`src/rtl/sd_cmd_engine.sv`:
```
module sd_cmd_engine #(
  parameter int TMR_W = 16
) (
  input  logic        clk,
  input  logic        rst_n,
  input  logic        clk_en,
  input  logic [31:0] cfg_word,
  input  logic [31:0] arg_wdata,
  input  logic        arg_we,
  input  logic [3:0]  rsp_tmo_log2,
  input  logic [3:0]  cmd_gap_log2,
  input  logic        cmd_in,
  input  logic        dat0_in,
  output logic        cmd_out,
  output logic        cmd_oe,
  output logic        busy,
  output logic [31:0] resp0,
  output logic [31:0] resp1,
  output logic [31:0] resp2,
  output logic [31:0] resp3,
  output logic        done,
  output logic        timeout_evt,
  output logic        crc_err_evt
);
  localparam int FRAME_BITS = 48;
  localparam int LONG_BITS  = 136;
  localparam int CAP_BITS   = 128;
  localparam logic [7:0] FRAME_LAST = 8'(FRAME_BITS - 1);
  localparam logic [7:0] LONG_LAST  = 8'(LONG_BITS - 1);

  typedef enum logic [2:0] {S_IDLE, S_SEND, S_WAIT, S_RECV, S_FIN, S_BUSY, S_GAP} state_t;

  state_t               state;
  logic [FRAME_BITS-1:0] tx_sh;
  logic [CAP_BITS-1:0]   rx_sh;
  logic [7:0]            cnt;
  logic [TMR_W-1:0]      tmr;
  logic [6:0]            crc_rx;
  logic [3:0]            tmo_q, gap_q;
  logic                  long_q, nocrc_q, noresp_q, r1b_q, crc_bad;

  function automatic logic [6:0] frame_crc(input logic [39:0] d);
    logic [6:0] c;
    logic fb;
    c = '0;
    for (int i = 39; i >= 0; i--) begin
      fb = c[6] ^ d[i];
      c  = {c[5:0], 1'b0} ^ (fb ? 7'h09 : 7'h00);
    end
    return c;
  endfunction

  logic [39:0]      frame_head;
  logic [TMR_W-1:0] tmo_lim, gap_lim;
  logic [7:0]       rx_last, rx_pos;
  logic             in_win, crc_mis;
  logic [6:0]       crc_step;
  logic             unused_cfg;

  assign frame_head = {2'b01, cfg_word[29:24], arg_wdata};
  assign tmo_lim    = (TMR_W'(1) << tmo_q) - TMR_W'(1);
  assign gap_lim    = (TMR_W'(1) << gap_q) - TMR_W'(1);
  assign rx_last    = long_q ? LONG_LAST : FRAME_LAST;
  assign rx_pos     = rx_last - cnt;
  assign in_win     = (rx_pos >= 8'd8) && (!long_q || rx_pos <= 8'd127);
  assign crc_step   = {crc_rx[5:0], 1'b0} ^ ((crc_rx[6] ^ cmd_in) ? 7'h09 : 7'h00);
  assign crc_mis    = !nocrc_q && (crc_rx != rx_sh[7:1]);
  assign unused_cfg = ^{cfg_word[31:30], cfg_word[23:22], cfg_word[19:17],
                        cfg_word[15:11], cfg_word[9:0]};

  assign cmd_oe  = (state == S_SEND);
  assign cmd_out = cmd_oe ? tx_sh[FRAME_BITS-1] : 1'b1;
  assign busy    = (state != S_IDLE);

  always_ff @(posedge clk or negedge rst_n) begin
    if (!rst_n) begin
      state       <= S_IDLE;
      tx_sh       <= '1;
      rx_sh       <= '0;
      cnt         <= '0;
      tmr         <= '0;
      crc_rx      <= '0;
      tmo_q       <= '0;
      gap_q       <= '0;
      long_q      <= 1'b0;
      nocrc_q     <= 1'b0;
      noresp_q    <= 1'b0;
      r1b_q       <= 1'b0;
      crc_bad     <= 1'b0;
      resp0       <= '0;
      resp1       <= '0;
      resp2       <= '0;
      resp3       <= '0;
      done        <= 1'b0;
      timeout_evt <= 1'b0;
      crc_err_evt <= 1'b0;
    end else begin
      done        <= 1'b0;
      timeout_evt <= 1'b0;
      crc_err_evt <= 1'b0;
      case (state)
        S_IDLE: if (arg_we) begin
          tx_sh    <= {frame_head, frame_crc(frame_head), 1'b1};
          long_q   <= cfg_word[21];
          nocrc_q  <= cfg_word[20];
          noresp_q <= cfg_word[16];
          r1b_q    <= cfg_word[10];
          tmo_q    <= rsp_tmo_log2;
          gap_q    <= cmd_gap_log2;
          crc_bad  <= 1'b0;
          cnt      <= '0;
          state    <= S_SEND;
        end
        S_SEND: if (clk_en) begin
          tx_sh <= {tx_sh[FRAME_BITS-2:0], 1'b1};
          if (cnt == FRAME_LAST) begin
            cnt <= '0;
            tmr <= '0;
            if (!noresp_q)  state <= S_WAIT;
            else if (r1b_q) state <= S_BUSY;
            else begin
              state <= S_GAP;
              done  <= 1'b1;
            end
          end else begin
            cnt <= cnt + 8'd1;
          end
        end
        S_WAIT: if (clk_en) begin
          if (!cmd_in) begin
            rx_sh  <= '0;
            crc_rx <= '0;
            cnt    <= 8'd1;
            state  <= S_RECV;
          end else if (tmr == tmo_lim) begin
            tmr         <= '0;
            state       <= S_GAP;
            done        <= 1'b1;
            timeout_evt <= 1'b1;
          end else begin
            tmr <= tmr + TMR_W'(1);
          end
        end
        S_RECV: if (clk_en) begin
          rx_sh <= {rx_sh[CAP_BITS-2:0], cmd_in};
          if (in_win) crc_rx <= crc_step;
          if (cnt == rx_last) state <= S_FIN;
          else                cnt   <= cnt + 8'd1;
        end
        S_FIN: begin
          if (long_q) begin
            resp3 <= rx_sh[127:96];
            resp2 <= rx_sh[95:64];
            resp1 <= rx_sh[63:32];
            resp0 <= rx_sh[31:0];
          end else begin
            resp3 <= '0;
            resp2 <= '0;
            resp1 <= '0;
            resp0 <= rx_sh[39:8];
          end
          tmr <= '0;
          if (r1b_q) begin
            crc_bad <= crc_mis;
            state   <= S_BUSY;
          end else begin
            state       <= S_GAP;
            done        <= 1'b1;
            crc_err_evt <= crc_mis;
          end
        end
        S_BUSY: if (clk_en && dat0_in) begin
          tmr         <= '0;
          state       <= S_GAP;
          done        <= 1'b1;
          crc_err_evt <= crc_bad;
        end
        S_GAP: if (clk_en) begin
          if (tmr == gap_lim) state <= S_IDLE;
          else                tmr   <= tmr + TMR_W'(1);
        end
        default: state <= S_IDLE;
      endcase
    end
  end
endmodule

```
`config.mk`:
```
export PLATFORM = sky130hd
export DESIGN_NAME = sd_cmd_engine
export DESIGN_NICKNAME = d
export VERILOG_FILES = /design/src/rtl/sd_cmd_engine.sv
export SDC_FILE = /design/constraint.sdc
export NUM_CORES = 1
export LEC_CHECK = 0
export ABC_AREA = 1
export BUFFER_PORTS_ARGS = -buffer_cell sky130_fd_sc_hd__buf_2
export CORE_MARGIN = 4
export CORE_UTILIZATION = 59
export DETAILED_ROUTE_END_ITERATION = 12
export GPL_TIMING_DRIVEN = 1
export MAX_ROUTING_LAYER = met4
export PLACE_DENSITY = 0.92
export SLEW_MARGIN = 25
export SYNTH_ARGS = -nofsm -noshare
export SYNTH_HDL_FRONTEND = slang
export SYNTH_SLANG_ARGS = --single-unit
export TNS_END_PERCENT = 20
```
`constraint.sdc`:
```
create_clock -name clk -period 3.6 [get_ports clk]
set_input_delay 0.36 -clock clk [delete_from_list [all_inputs] [get_ports clk]]
set_output_delay 0.36 -clock clk [all_outputs]
set_load 0.1 [all_outputs]
```
# == Word-level counts from Yosys, hierarchy flattened ==
# Cells that the tools add are included.
# Widths: inputs -> output; s select.
# totals
regBits,354
out_inout_bits,134
elab_cells,258
# classes
addsub,5
n_lt_le_gt_ge,2
eq_ne,27
shifts,2
muxes,104
bitwise,77
n_reduce_logical,21
# op_table
operator,n
$mux 128,3
$xor 7x4->7,37
$pmux 128 s2,1
$mux 4,39
$mux 16,8
$mux 32,4
$mux 48,2
$pmux 48 s2,1
$pmux 16 s5,1
$mux 8,8
$mux 3,12
$xor 1x1->1,36
$eq 16x16->1,2
$pmux 8 s4,1
$shl 1x4->16 const A,2
$sub 16x2->16 const B,2
$mux 7,4
$ne 2x2->1 const B,14
$pmux 3 s7,1
$add 16x1->16 const B,1
$mux 1,14
$pmux 7 s2,1
$reduce_and 10->1,1
$eq 3x3->1 const B,3
other kinds (31),40

# == Depth between registers and ports, before layout ==
# depth
word_depth,111
ltp_mapped,28
depth_no_buf,27

# == Least setup slack after synthesis ==
# OpenSTA, ideal clock, no wires.
# synth_path
path_kind,register -> output
from,register state[2]
to,output port cmd_out
arrival_ns,2.824
required_ns,3.240
setup_slack_ns,0.416
path_stages_with_launch,6
cell_sequence,dfrtp_1 > nor2_1 > nand2_1 > inv_2 > clkbuf_1 > nand2_1
# synth_via
elab_chain_len,2
# synth_lines
item,line_no,source
"start, declared",33,state_t state;
"start signal, assigned",77,state <= S_IDLE;
"start signal, assigned",112,state <= S_SEND;
"start signal, assigned",119,if (!noresp_q) state <= S_WAIT;
$eq 3x1->1,71,assign cmd_oe = (state == S_SEND);
via cmd_oe,15,"output logic cmd_oe,"
$mux 1,72,assign cmd_out = cmd_oe ? tx_sh[FRAME_BITS-1] : 1'b1;
"end, declared",14,"output logic cmd_out,"
# The timed path passes the listed nets, and every way through them passes these cells.

# == Worst setup path in the final report ==
# layout_path
from,register tmo_q[3]
to,register tmr[14]
# layout_via
elab_chain_len,7
# layout_lines
item,line_no,source
"start, declared",39,"logic [3:0] tmo_q, gap_q;"
"start signal, assigned",108,tmo_q <= rsp_tmo_log2;
$shl 1x4->16,61,assign tmo_lim = (TMR_W'(1) << tmo_q) - TMR_W'(1);
$sub 16x2->16,61,
$eq 16x16->1,135,end else if (tmr == tmo_lim) begin
$mux 16,135,
$mux 16,130,if (!cmd_in) begin
$mux 16,129,S_WAIT: if (clk_en) begin
$pmux 16 s5,101,case (state)
"end signal, assigned",141,tmr <= tmr + TMR_W'(1);
"end signal, assigned",180,else tmr <= tmr + TMR_W'(1);
"end, declared",37,logic [TMR_W-1:0] tmr;
# No other way between the ends. The select of a mux whose other input is x is not followed.
# A chain may end at the register's enable or synchronous reset.

==> summary.txt <==
Global route
  • Global-route met2 utilization: 46.08%
  • Pin count of the biggest net entering global routing: 161
  • Met1 Resource Use GR: 36.06%
  • Antenna violations before repair: 0
  • Highest-utilization routing layer at the global route stage: met2
  • Global route overflow: 0
  • Overall routing resource usage: 28.42%
  • Met3 GRT Util: 4.875%
  • First-pass GRT wire length: 71.99 mm
  • Vias in the first global route: 14,790

Timing
  • Max Fclk: 321.4 MHz
  • Total negative slack: 0 ns
  • Worst Tran Pin Value: 0.9323 ns
  • Worst-case clock skew: 0.01793 ns
  • Final hold violation count: 0
  • Min Hold Slack: 0.07020 ns
  • Slew margin rel.: 37.84%
  • Final setup fails: 0
  • Min Clock Period, post-route: 3.112 ns
  • Period utilization: 86.43%
  • Max Transition Viols Final: 0
  • RSZ-0062 raised after global routing: no

Clock network
  • Post-CTS setup buffer count: 0
  • Maximum count of clock buffers along a single path: 3
  • Buffer cell driving the clock tree root: clkbuf_16
  • TritonCTS clock tree: yes
  • Number of buffers created by CTS: 37
  • Clock-pin transition on the worst setup and hold timing paths: 0.06 ns
  • TritonCTS Sinks: 353
  • Gates resized, CTS repair: 0
  • Clk Latency, worst-skew pair: 0.55 ns
  • # H-tree levels: 2
  • Post-cts hold buffer count: 1

Worst hold path
  • Launch instance of the worst min-delay path: rsp_tmo_log2[0]
  • WHS Path Cells: 2
  • Class of the most critical hold timing path: input pin to register
  • Capture endpoint of the worst hold path: tmo_q[0]$_DFFE_PN0P_

Finish
  • Layout area overhead: 14.41%
  • Area of the multi-input gates: 6598 sq um
  • Fraction of layout cells with a size suffix above 1: 16.01%
  • Final net count: 2,302
  • Final instance count without filler cells: 2,627
  • Sequential cell area: 8896 sq um
  • Design Area, Final: 19,540 sq um
  • Filler Cell Count: 2,146
  • N_diodes: 0

Setup path
  • Library cell appearing most often on the critical path: inv_1
  • Type of origin of the critical path: register
  • Critical path's slowest cell: dfrtp_1
  • R2r worst-path depth: 15
  • Cell breakdown of the critical path: nor2_1, inv_1, nor2_1, inv_1, ha_1, inv_1, a21oi_1, o21ai_0, xor2_1, or2_2, nand2_1, nor4_1, nand2_1, o2111ai_1, o21ai_0
  • Critical Path AT: 3.51 ns
  • Largest delay contributor family on the critical path: simple AND/OR/NAND/NOR gates
  • Crit path max fanout: 16
  • CP bufs+invs: 3
  • Worst Setup End Kind: register
  • Highest cell delay on the worst timing path: 0.45 ns
  • Required time of the worst setup path: 4.00 ns
  • Critical R2R Capture: tmr[14]$_DFFE_PN0P_
  • Worst R2R Setup Slack: 0.49 ns
  • Setup CP Type: register to register
  • Reg-to-reg critical path startpoint: tmo_q[3]$_DFFE_PN0P_

Floorplan
  • Die span in y: 178.2 um
  • Placeable Area: 28,630 sq um
  • Floorplan die width: 178.2 um
  • Placement Rows: 62
  • Area of the die: 31,740 sq um
  • Starting Density: 59.68%
  • Top Ports: 212

Flow run
  • Max_cap viols: 0

Run status
  • Result of the run: finished clean

Placed design
  • Inst Count DP: 2,560
  • Global placer's final weighted congestion: 0.9228
  • Number of I/O port buffers: 189
  • Sum of net half-perimeters after detailed placement: 28.45 mm
  • Placed standard-cell area: 18,340 sq um

Logic synthesis
  • Cell variety after synth: 41
  • Largest family of logic cells by synthesized area: simple AND/OR/NAND/NOR gates
  • Multiplexer share of the synthesized area: 0.1978%
  • Fraction of the mapped netlist area in simple logic gates: 20.08%
  • Largest cells by area after synthesis: dfrtp_1, nand2_1, dfstp_2, inv_1, o21ai_0
  • Top-area cell type share of the netlist area: 44.83%
  • Post-synthesis area per instance: 8.217 sq um
  • Summed instance area of the synthesized netlist: 17,080 sq um
  • EDFF count, synth: 0
  • Syn. warnings: 0
  • #FFs+latches synth: 353
  • Share of the synthesized netlist area taken by xor and xnor gates: 2.703%
  • Post-synthesis compound-gate area fraction: 14.93%
  • Leading cell type by number of instances after synthesis: nand2_1
  • Most common flop cell mapped by yosys: dfrtp_1
  • Syn Inst Count: 2,079
  • Synthesized-area fraction occupied by adder cells: 0.5860%
  • Seq/Total Area, Yosys: 52.05%
  • Dominant cell type by area after synthesis: dfrtp_1
  • Ys async rst share: 100.0%
  • Number of nets in the synthesized netlist: 2,165
  • Leading cell types by count after synthesis: nand2_1, dfrtp_1, inv_1

Route
  • Remaining antenna violation count after routing: 0
  • Total iterations of the first detailed-routing run: 6
  • Total detailed-routing wirelength: 44.11 mm
  • DR WL/cell: 16.79 um
  • DR vias: 15,060
  • DRC violation count after routing: 0
  • First-iteration detailed-routing DRC count: 1,536
  • Via density per instance: 5.733
worst reg2reg max path: stages, from the launching register on:
cell and delay, ns:
dfrtp_1 0.45, nor2_1 0.15, inv_1 0.07, nor2_1 0.23
inv_1 0.10, ha_1 0.23, inv_1 0.08, a21oi_1 0.05
o21ai_0 0.10, xor2_1 0.28, or2_2 0.18, nand2_1 0.05
nor4_1 0.27, nand2_1 0.40, o2111ai_1 0.25, o21ai_0 0.11
per-stage QoR:
step | utilization, % | worst slack [ns]
CTS | 68.28 | 0.5694
global route | 68.28 | 0.06024
detailed placement | 64.05 | 0.6024
floorplan | - | 0.4159
finish | 68.28 | 0.4884
global placement | 64.05 | 0.6471
final cells by class:
type / instances / share of cell area (%)
Timing Repair Buffer: 211 / 6.197
Clock inverter: 13 / 0.8323
Clock buffer: 53 / 5.301
Tap cell: 384 / 2.458
Sequential cell: 353 / 45.52
Inverter: 309 / 5.935
Multi-Input combinational cell: 1304 / 33.76
cell families after synthesis:
family                   count (synthesis)
AND/OR/NAND/NOR                        806
AO/OA/AOI/OAI                          436
buffers and inverters                  422
flip-flops                             353
XOR/XNOR                                51
adder cells (fa/ha/maj)                  8
multiplexers                             3
layout by cell type (no fill, tap or decap), types with 17 or more instances in the layout:
| cell type | n |
|---|---|
| xor2_1 | 35 |
| dfstp_2 | 47 |
| a31oi_1 | 32 |
| nor2_1 | 111 |
| o211ai_1 | 39 |
| nand2_2 | 22 |
| o21ai_0 | 178 |
| inv_1 | 300 |
| a21oi_1 | 33 |
| nand2_1 | 444 |
| clkbuf_16 | 37 |
| o22ai_1 | 131 |
| nor3_1 | 17 |
| nand3_1 | 171 |
| buf_2 | 188 |
| dfrtp_1 | 305 |
per-layer routing:
metal	routed length [um]	vias up
met2	21700	584
met3	3046	127
met1	17710	7255
met4	1656	0
li1	-	7095
met5	0	-
how the worst max path moves through the flow:
stage / cells after the start / slack [ns] / end / start
2_1_floorplan: 5 / 0.42 / cmd_out / state[2]$_DFFE_PN0P_
3_3_place_gp: 15 / 0.65 / tmr[7]$_DFFE_PN0P_ / tmo_q[2]$_DFFE_PN0P_
3_5_place_dp: 15 / 0.60 / tmr[14]$_DFFE_PN0P_ / tmo_q[2]$_DFFE_PN0P_
4_1_cts: 15 / 0.57 / tmr[14]$_DFFE_PN0P_ / tmo_q[2]$_DFFE_PN0P_
5_1_grt: 15 / 0.06 / tmr[14]$_DFFE_PN0P_ / tmo_q[1]$_DFFE_PN0P_
6_report: 15 / 0.49 / tmr[14]$_DFFE_PN0P_ / tmo_q[3]$_DFFE_PN0P_
registers in the layout (all words and copies together) (netlist names), 3 cells and up:
name	count
tmo_q	4
resp1	32
resp3	32
rx_sh	128
resp2	32
tx_sh	47
tmr	16
crc_rx	7
cnt	8
gap_q	4
resp0	32
state	3
Power is left out: the tool's default activity adds up to more than one toggle a clock period on the data nets, which glitch-free logic cannot reach.
